$ cat config.mk
export PLATFORM = sky130hd
export DESIGN_NAME = dual_limit_timer
export DESIGN_NICKNAME = d
export VERILOG_FILES = /design/src/rtl/dlt_pkg.sv /design/src/rtl/dlt_tick_gen.sv /design/src/rtl/dlt_count_core.sv /design/src/rtl/dlt_out_stage.sv /design/src/rtl/dual_limit_timer.sv
export SDC_FILE = /design/constraint.sdc
export NUM_CORES = 1
export LEC_CHECK = 0
export BUFFER_PORTS_ARGS = -buffer_cell sky130_fd_sc_hd__buf_2
export CORE_MARGIN = 5
export CORE_UTILIZATION = 25
export DETAILED_ROUTE_END_ITERATION = 10
export GPL_TIMING_DRIVEN = 0
export PLACE_DENSITY_LB_ADDON = 0.08
export SYNTH_ARGS = -nofsm -noshare
export SYNTH_HDL_FRONTEND = slang
export SYNTH_HIERARCHICAL = 1
export SYNTH_SLANG_ARGS = --single-unit
$ cat constraint.sdc
create_clock -name clk -period 6.45 [get_ports clk]
set_input_delay 1.29 -clock clk [delete_from_list [all_inputs] [get_ports clk]]
set_output_delay 1.29 -clock clk [all_outputs]
set_load 0.03 [all_outputs]
$ cat src/rtl/dlt_pkg.sv
package dlt_pkg;
  typedef enum logic {
    SEL_PRIMARY   = 1'b0,
    SEL_SECONDARY = 1'b1
  } lim_sel_e;
endpackage

$ cat src/rtl/dlt_tick_gen.sv
// Step generator: quarter-rate slot, external edge synchronizer and
// a pending flag that holds an edge until the next slot.
module dlt_tick_gen #(
  parameter int PRESCALE_LOG2 = 2,
  parameter int SYNC_STAGES   = 2
) (
  input  logic clk,
  input  logic rst,
  input  logic ext_sel,
  input  logic ext_clk,
  output logic tick
);
  localparam int CHAIN_W = SYNC_STAGES + 1;

  logic [PRESCALE_LOG2-1:0] phase;
  logic [CHAIN_W-1:0]       chain;
  logic                     pend;
  logic                     slot;
  logic                     ext_edge;

  assign slot     = &phase;
  assign ext_edge = chain[SYNC_STAGES-1] & ~chain[SYNC_STAGES];
  assign tick     = slot & (ext_sel ? pend : 1'b1);

  always_ff @(posedge clk) begin
    if (rst) begin
      phase <= '0;
      chain <= '0;
      pend  <= 1'b0;
    end else begin
      phase <= phase + 1'b1;
      chain <= {chain[CHAIN_W-2:0], ext_clk};
      if (ext_sel) pend <= ext_edge | (pend & ~slot);
      else         pend <= 1'b0;
    end
  end
endmodule

$ cat src/rtl/dlt_count_core.sv
// Counter, limit selection and halt control.
module dlt_count_core
  import dlt_pkg::*;
#(
  parameter int CNT_W = 16
) (
  input  logic             clk,
  input  logic             rst,
  input  logic             enable,
  input  logic             continuous,
  input  logic             dual_mode,
  input  logic             tick,
  input  logic [CNT_W-1:0] limit_a,
  input  logic [CNT_W-1:0] limit_b,
  output logic [CNT_W-1:0] count,
  output lim_sel_e         sel,
  output lim_sel_e         sel_nxt,
  output logic             pulse_nxt
);
  localparam logic [CNT_W-1:0] ONE = CNT_W'(1);

  logic [CNT_W-1:0] lim;
  logic [CNT_W-1:0] cnt_nxt;
  logic             terminal;
  logic             halted;
  logic             halted_nxt;

  always_comb begin
    lim        = (dual_mode && sel == SEL_SECONDARY) ? limit_b : limit_a;
    // wraps at the counter width, so a zero limit means full range
    terminal   = ((count + ONE) == lim);
    cnt_nxt    = count;
    sel_nxt    = dual_mode ? sel : SEL_PRIMARY;
    halted_nxt = halted;
    pulse_nxt  = 1'b0;
    if (!enable) begin
      cnt_nxt    = '0;
      sel_nxt    = SEL_PRIMARY;
      halted_nxt = 1'b0;
    end else if (tick && !halted) begin
      if (terminal) begin
        cnt_nxt = '0;
        if (dual_mode) begin
          if (sel == SEL_SECONDARY) begin
            sel_nxt    = SEL_PRIMARY;
            halted_nxt = !continuous;
          end else begin
            sel_nxt = SEL_SECONDARY;
          end
        end else begin
          pulse_nxt  = 1'b1;
          halted_nxt = !continuous;
        end
      end else begin
        cnt_nxt = count + ONE;
      end
    end
  end

  always_ff @(posedge clk) begin
    if (rst) begin
      count  <= '0;
      sel    <= SEL_PRIMARY;
      halted <= 1'b0;
    end else begin
      count  <= cnt_nxt;
      sel    <= sel_nxt;
      halted <= halted_nxt;
    end
  end
endmodule

$ cat src/rtl/dlt_out_stage.sv
// Registered output pin.
module dlt_out_stage
  import dlt_pkg::*;
(
  input  logic     clk,
  input  logic     rst,
  input  logic     enable,
  input  logic     dual_mode,
  input  lim_sel_e sel_nxt,
  input  logic     pulse_nxt,
  output logic     pin
);
  always_ff @(posedge clk) begin
    if (rst)            pin <= 1'b1;
    else if (!enable)   pin <= 1'b1;
    else if (dual_mode) pin <= (sel_nxt == SEL_PRIMARY);
    else                pin <= ~pulse_nxt;
  end
endmodule

$ cat src/rtl/dual_limit_timer.sv
module dual_limit_timer
  import dlt_pkg::*;
#(
  parameter int CNT_W         = 16,
  parameter int PRESCALE_LOG2 = 2,
  parameter int SYNC_STAGES   = 2
) (
  input  logic             clk,
  input  logic             rst,
  input  logic             enable,
  input  logic             continuous,
  input  logic             dual_mode,
  input  logic             ext_sel,
  input  logic             ext_clk,
  input  logic [CNT_W-1:0] limit_a,
  input  logic [CNT_W-1:0] limit_b,
  output logic             tmr_out,
  output logic [CNT_W-1:0] count,
  output logic             active_b
);
  logic     tick;
  lim_sel_e sel;
  lim_sel_e sel_nxt;
  logic     pulse_nxt;

  dlt_tick_gen #(
    .PRESCALE_LOG2(PRESCALE_LOG2),
    .SYNC_STAGES  (SYNC_STAGES)
  ) u_tick (
    .clk    (clk),
    .rst    (rst),
    .ext_sel(ext_sel),
    .ext_clk(ext_clk),
    .tick   (tick)
  );

  dlt_count_core #(.CNT_W(CNT_W)) u_core (
    .clk       (clk),
    .rst       (rst),
    .enable    (enable),
    .continuous(continuous),
    .dual_mode (dual_mode),
    .tick      (tick),
    .limit_a   (limit_a),
    .limit_b   (limit_b),
    .count     (count),
    .sel       (sel),
    .sel_nxt   (sel_nxt),
    .pulse_nxt (pulse_nxt)
  );

  dlt_out_stage u_out (
    .clk      (clk),
    .rst      (rst),
    .enable   (enable),
    .dual_mode(dual_mode),
    .sel_nxt  (sel_nxt),
    .pulse_nxt(pulse_nxt),
    .pin      (tmr_out)
  );

  assign active_b = (sel == SEL_SECONDARY);
endmodule

==> summary.txt <==
OUTCOME
---------------------------------------------------------------------------------
Status ............................................................. complete, no violations

SETUP PATH
---------------------------------------------------------------------------------
Crit path launch type ..............................................   input port
WP data required ...................................................      6680 ps
Setup Crit Path Kind ...............................................    in -> reg
CP max stage cell ..................................................      nor4b_4
Worst path cell trace .............................................. buf_2 -> nand2_4 -> buf_8 -> mux2i_4 -> o21ai_2 -> a221oi_2 -> nand4_2 -> nor4b_4 -> mux2i_1 -> mux2_1 -> nand3b_1
Crit end category ..................................................         flop
Crit path largest cell delay .......................................       550 ps
Crit path max fanout ...............................................           10
Family with the most delay on the worst path ....................... simple AND/OR/NAND/NOR gates
Worst path arrival time ............................................      3730 ps
Buf+Inv Stages, Crit Path ..........................................            2

CTS
---------------------------------------------------------------------------------
Htree depth ........................................................            1
Clock sink total ...................................................           25
Clk Tree Root Cell .................................................     clkbuf_8
Clock tree from TritonCTS ..........................................          yes
Total setup buffers inserted after CTS .............................            0
CTS Buffer Depth ...................................................            2
Number of buffers inserted during clock tree synthesis .............            3
Total of hold buffers inserted after clock tree synthesis ..........            0
Clk slew on worst S/H paths ........................................       100 ps
Cts repair resizes .................................................            0
Clock latency on the worst-skew pair ...............................       280 ps

SYNTHESIS
---------------------------------------------------------------------------------
Library cell occupying the most area in the post-synthesis netlist .      dfxtp_1
Post-synthesis async set-or-reset flop share .......................           0%
Netlist area before placement ......................................     1850 µm²
Dominant cells by area after synthesis ............................. dfxtp_1 27%, xnor2_1 10%, mux2i_1 8.1%
Dominant register cell in the synthesized netlist ..................      dfxtp_1
Ys Warns ...........................................................            6
Most frequently used cell type in the post-synthesis netlist .......      dfxtp_1
Part of the Yosys area used for sequential elements ................        27.1%
Count of mapped cells out of synthesis .............................          202
Synthesized netlist net count ......................................          243
Number of different library cells in the post-synthesis netlist ....           50
Number of storage elements in the synthesis netlist ................           25
Number of enable-type register cells in the synthesized netlist ....            0
Most numerous cell types in the synthesized netlist ................ 25 x dfxtp_1, 22 x xnor2_1, 17 x nand2_1
Syn avg cell area ..................................................     9.15 µm²
Portion of synthesized cell area occupied by the leading cell type .        27.1%

GLOBAL ROUTE
---------------------------------------------------------------------------------
Wire length of the first global-routing pass .......................      8.04 mm
Antenna violations before repair ...................................            0
Global-route usage over all layers .................................        11.3%
Overflow left after global routing .................................            0
Maximum number of pins on one net before global-route repair .......           17
Vias in the first global route .....................................        1,617

STA
---------------------------------------------------------------------------------
Tcrit/Tclk final ...................................................        54.3%
Max Clock Freq .....................................................    0.285 GHz
Number of setup violations in the final report .....................            0
Worst-case clock skew ..............................................      8.13 ps
Final worst path period need .......................................      3500 ps
Unrepaired setup endpoints after global routing ....................        false
Worst Max-Slew Pin Slew ............................................       762 ps
Number of hold violations in the final report ......................            0
Number of pins with negative max-slew slack in the final report ....            0
Worst-case headroom to the max-slew limit ..........................        49.2%
Fin Setup TNS ......................................................         0 ps

ROUTE
---------------------------------------------------------------------------------
Final routed wire length divided by cell count .....................      13.7 µm
Via-to-Cell Ratio ..................................................         4.42
Detail Route Antenna Nets ..........................................            0
Residual DRC .......................................................            0
Total wire length ..................................................      4.93 mm
Vias ...............................................................        1,595
Detailed-router iteration count before antenna repair ..............            4
Iter 0 DRT Violations ..............................................           46

PWR
---------------------------------------------------------------------------------
Static Leak ........................................................      1.01 nW
Post-route total power .............................................       299 µW
Total power density per cell area ..................................   130 nW/µm²
Peak supply drop ...................................................    0.0615 mV

LAYOUT
---------------------------------------------------------------------------------
Post-Route Utilization .............................................        31.9%
Layout overhead on the synthesized area ............................        24.6%
Fin nets ...........................................................          304
Post-route insts no fill ...........................................          361
Ant. Diodes ........................................................            0
Fraction of layout instances using a drive strength above 1 ........        32.8%

PLACED DESIGN
---------------------------------------------------------------------------------
Post-detail-place hpwl .............................................      4.00 mm
Routability congestion estimate ....................................        0.716
Placed cell count ..................................................          357
IO buf count .......................................................           56

DIE
---------------------------------------------------------------------------------
Die area ...........................................................     9220 µm²
Initial Utilization ................................................        25.6%
I/O pin total ......................................................           57
Cell Rows ..........................................................           31
Core footprint .....................................................     7210 µm²
Die width ..........................................................      96.0 µm
Die span in y ......................................................      96.0 µm

MIN PATH
---------------------------------------------------------------------------------
Hold Crit Class ....................................................   reg -> reg

JOB
---------------------------------------------------------------------------------
Max-cap viol count .................................................            0

==> cell usage in the layout (no fill, tap or decap), drive strengths merged, types with 2 or more instances in the layout <==
cell,n
nand3,11
a21boi,2
a221oi,2
and2b,2
and4,2
buf,61
xor2,12
xnor2,22
nand2b,5
dfxtp,25
nor2b,5
o31ai,2
nand4,6
inv,5
a21oi,2
and3,4
ha,2
or3,3
a22o,2
nand2,18
nor3,16
nor2,11
clkbuf,5
nor4b,2
o21ai,4
mux2i,17
nand3b,2
==> cell families (layout without fill, tap and decap cells) <==
group | after synthesis | after routing | synth area share (%)
adder cells (fa/ha/maj) | 2 | 2 | 1.35
AND/OR/NAND/NOR | 93 | 93 | 31.9
buffers and inverters | 11 | 71 | 3.45
multiplexers | 18 | 18 | 11.2
AO/OA/AOI/OAI | 18 | 18 | 7.78
flip-flops | 25 | 25 | 27.1
XOR/XNOR | 35 | 35 | 17.3
==> routing by layer <==
metal	GRT usage [%]	vias up	part of all wire, %
li1	-	839	-
met1	15.2	714	49
met4	1.78	0	0.59
met5	0	-	0
met3	2.58	2	6.3
met2	18.6	40	45
==> final cells by class <==
cell class / instances / area [µm²]
clock buffer: 3 / 41.3
multi-input combinational: 166 / 1280
sequential: 25 / 500
buffer: 7 / 48.8
clock inverter: 1 / 8.76
tap: 99 / 124
timing repair buffer: 56 / 280
fill: 824 / 4910
inverter: 4 / 15.0
==> final timing paths <==
path                        start               to  slack (ps)  cells after the start
setup / recovery        dual_mode        u_out/pin        2950                     11
hold / removal    u_tick/phase[0]  u_tick/phase[0]         430                      1
setup reg to reg  u_core/count[0]        u_out/pin        3350                     10
hold reg to reg   u_tick/phase[0]  u_tick/phase[0]         430                      1
==> power by group <==
| part | leakage, nW | switching, mW | internal (mW) |
|---|---|---|---|
| combinational | 0.782 | 0.0195 | 0.0201 |
| clock | 0.0261 | 0.0573 | 0.0454 |
| sequential | 0.202 | 0.000786 | 0.156 |
| total | 1.01 | 0.0775 | 0.222 |
==> state kept, by name (all words and copies together), names as in the netlist <==
register and flops:
u_core/sel 1, u_out/pin 1, u_core/count 16, u_tick/pend 1
u_core/halted 1, u_tick/chain 3, u_tick/phase 2
==> stage by stage <==
step	hold WS [ps]	area (µm²)	worst slack, ps
after floorplan	395	1850	3110
after global placement	418	2250	2590
after detailed placement	416	2250	2580
after CTS	432	2300	2880
after global routing	449	2300	2720
final	430	2300	2950
Power figures use the tool's default switching activity.
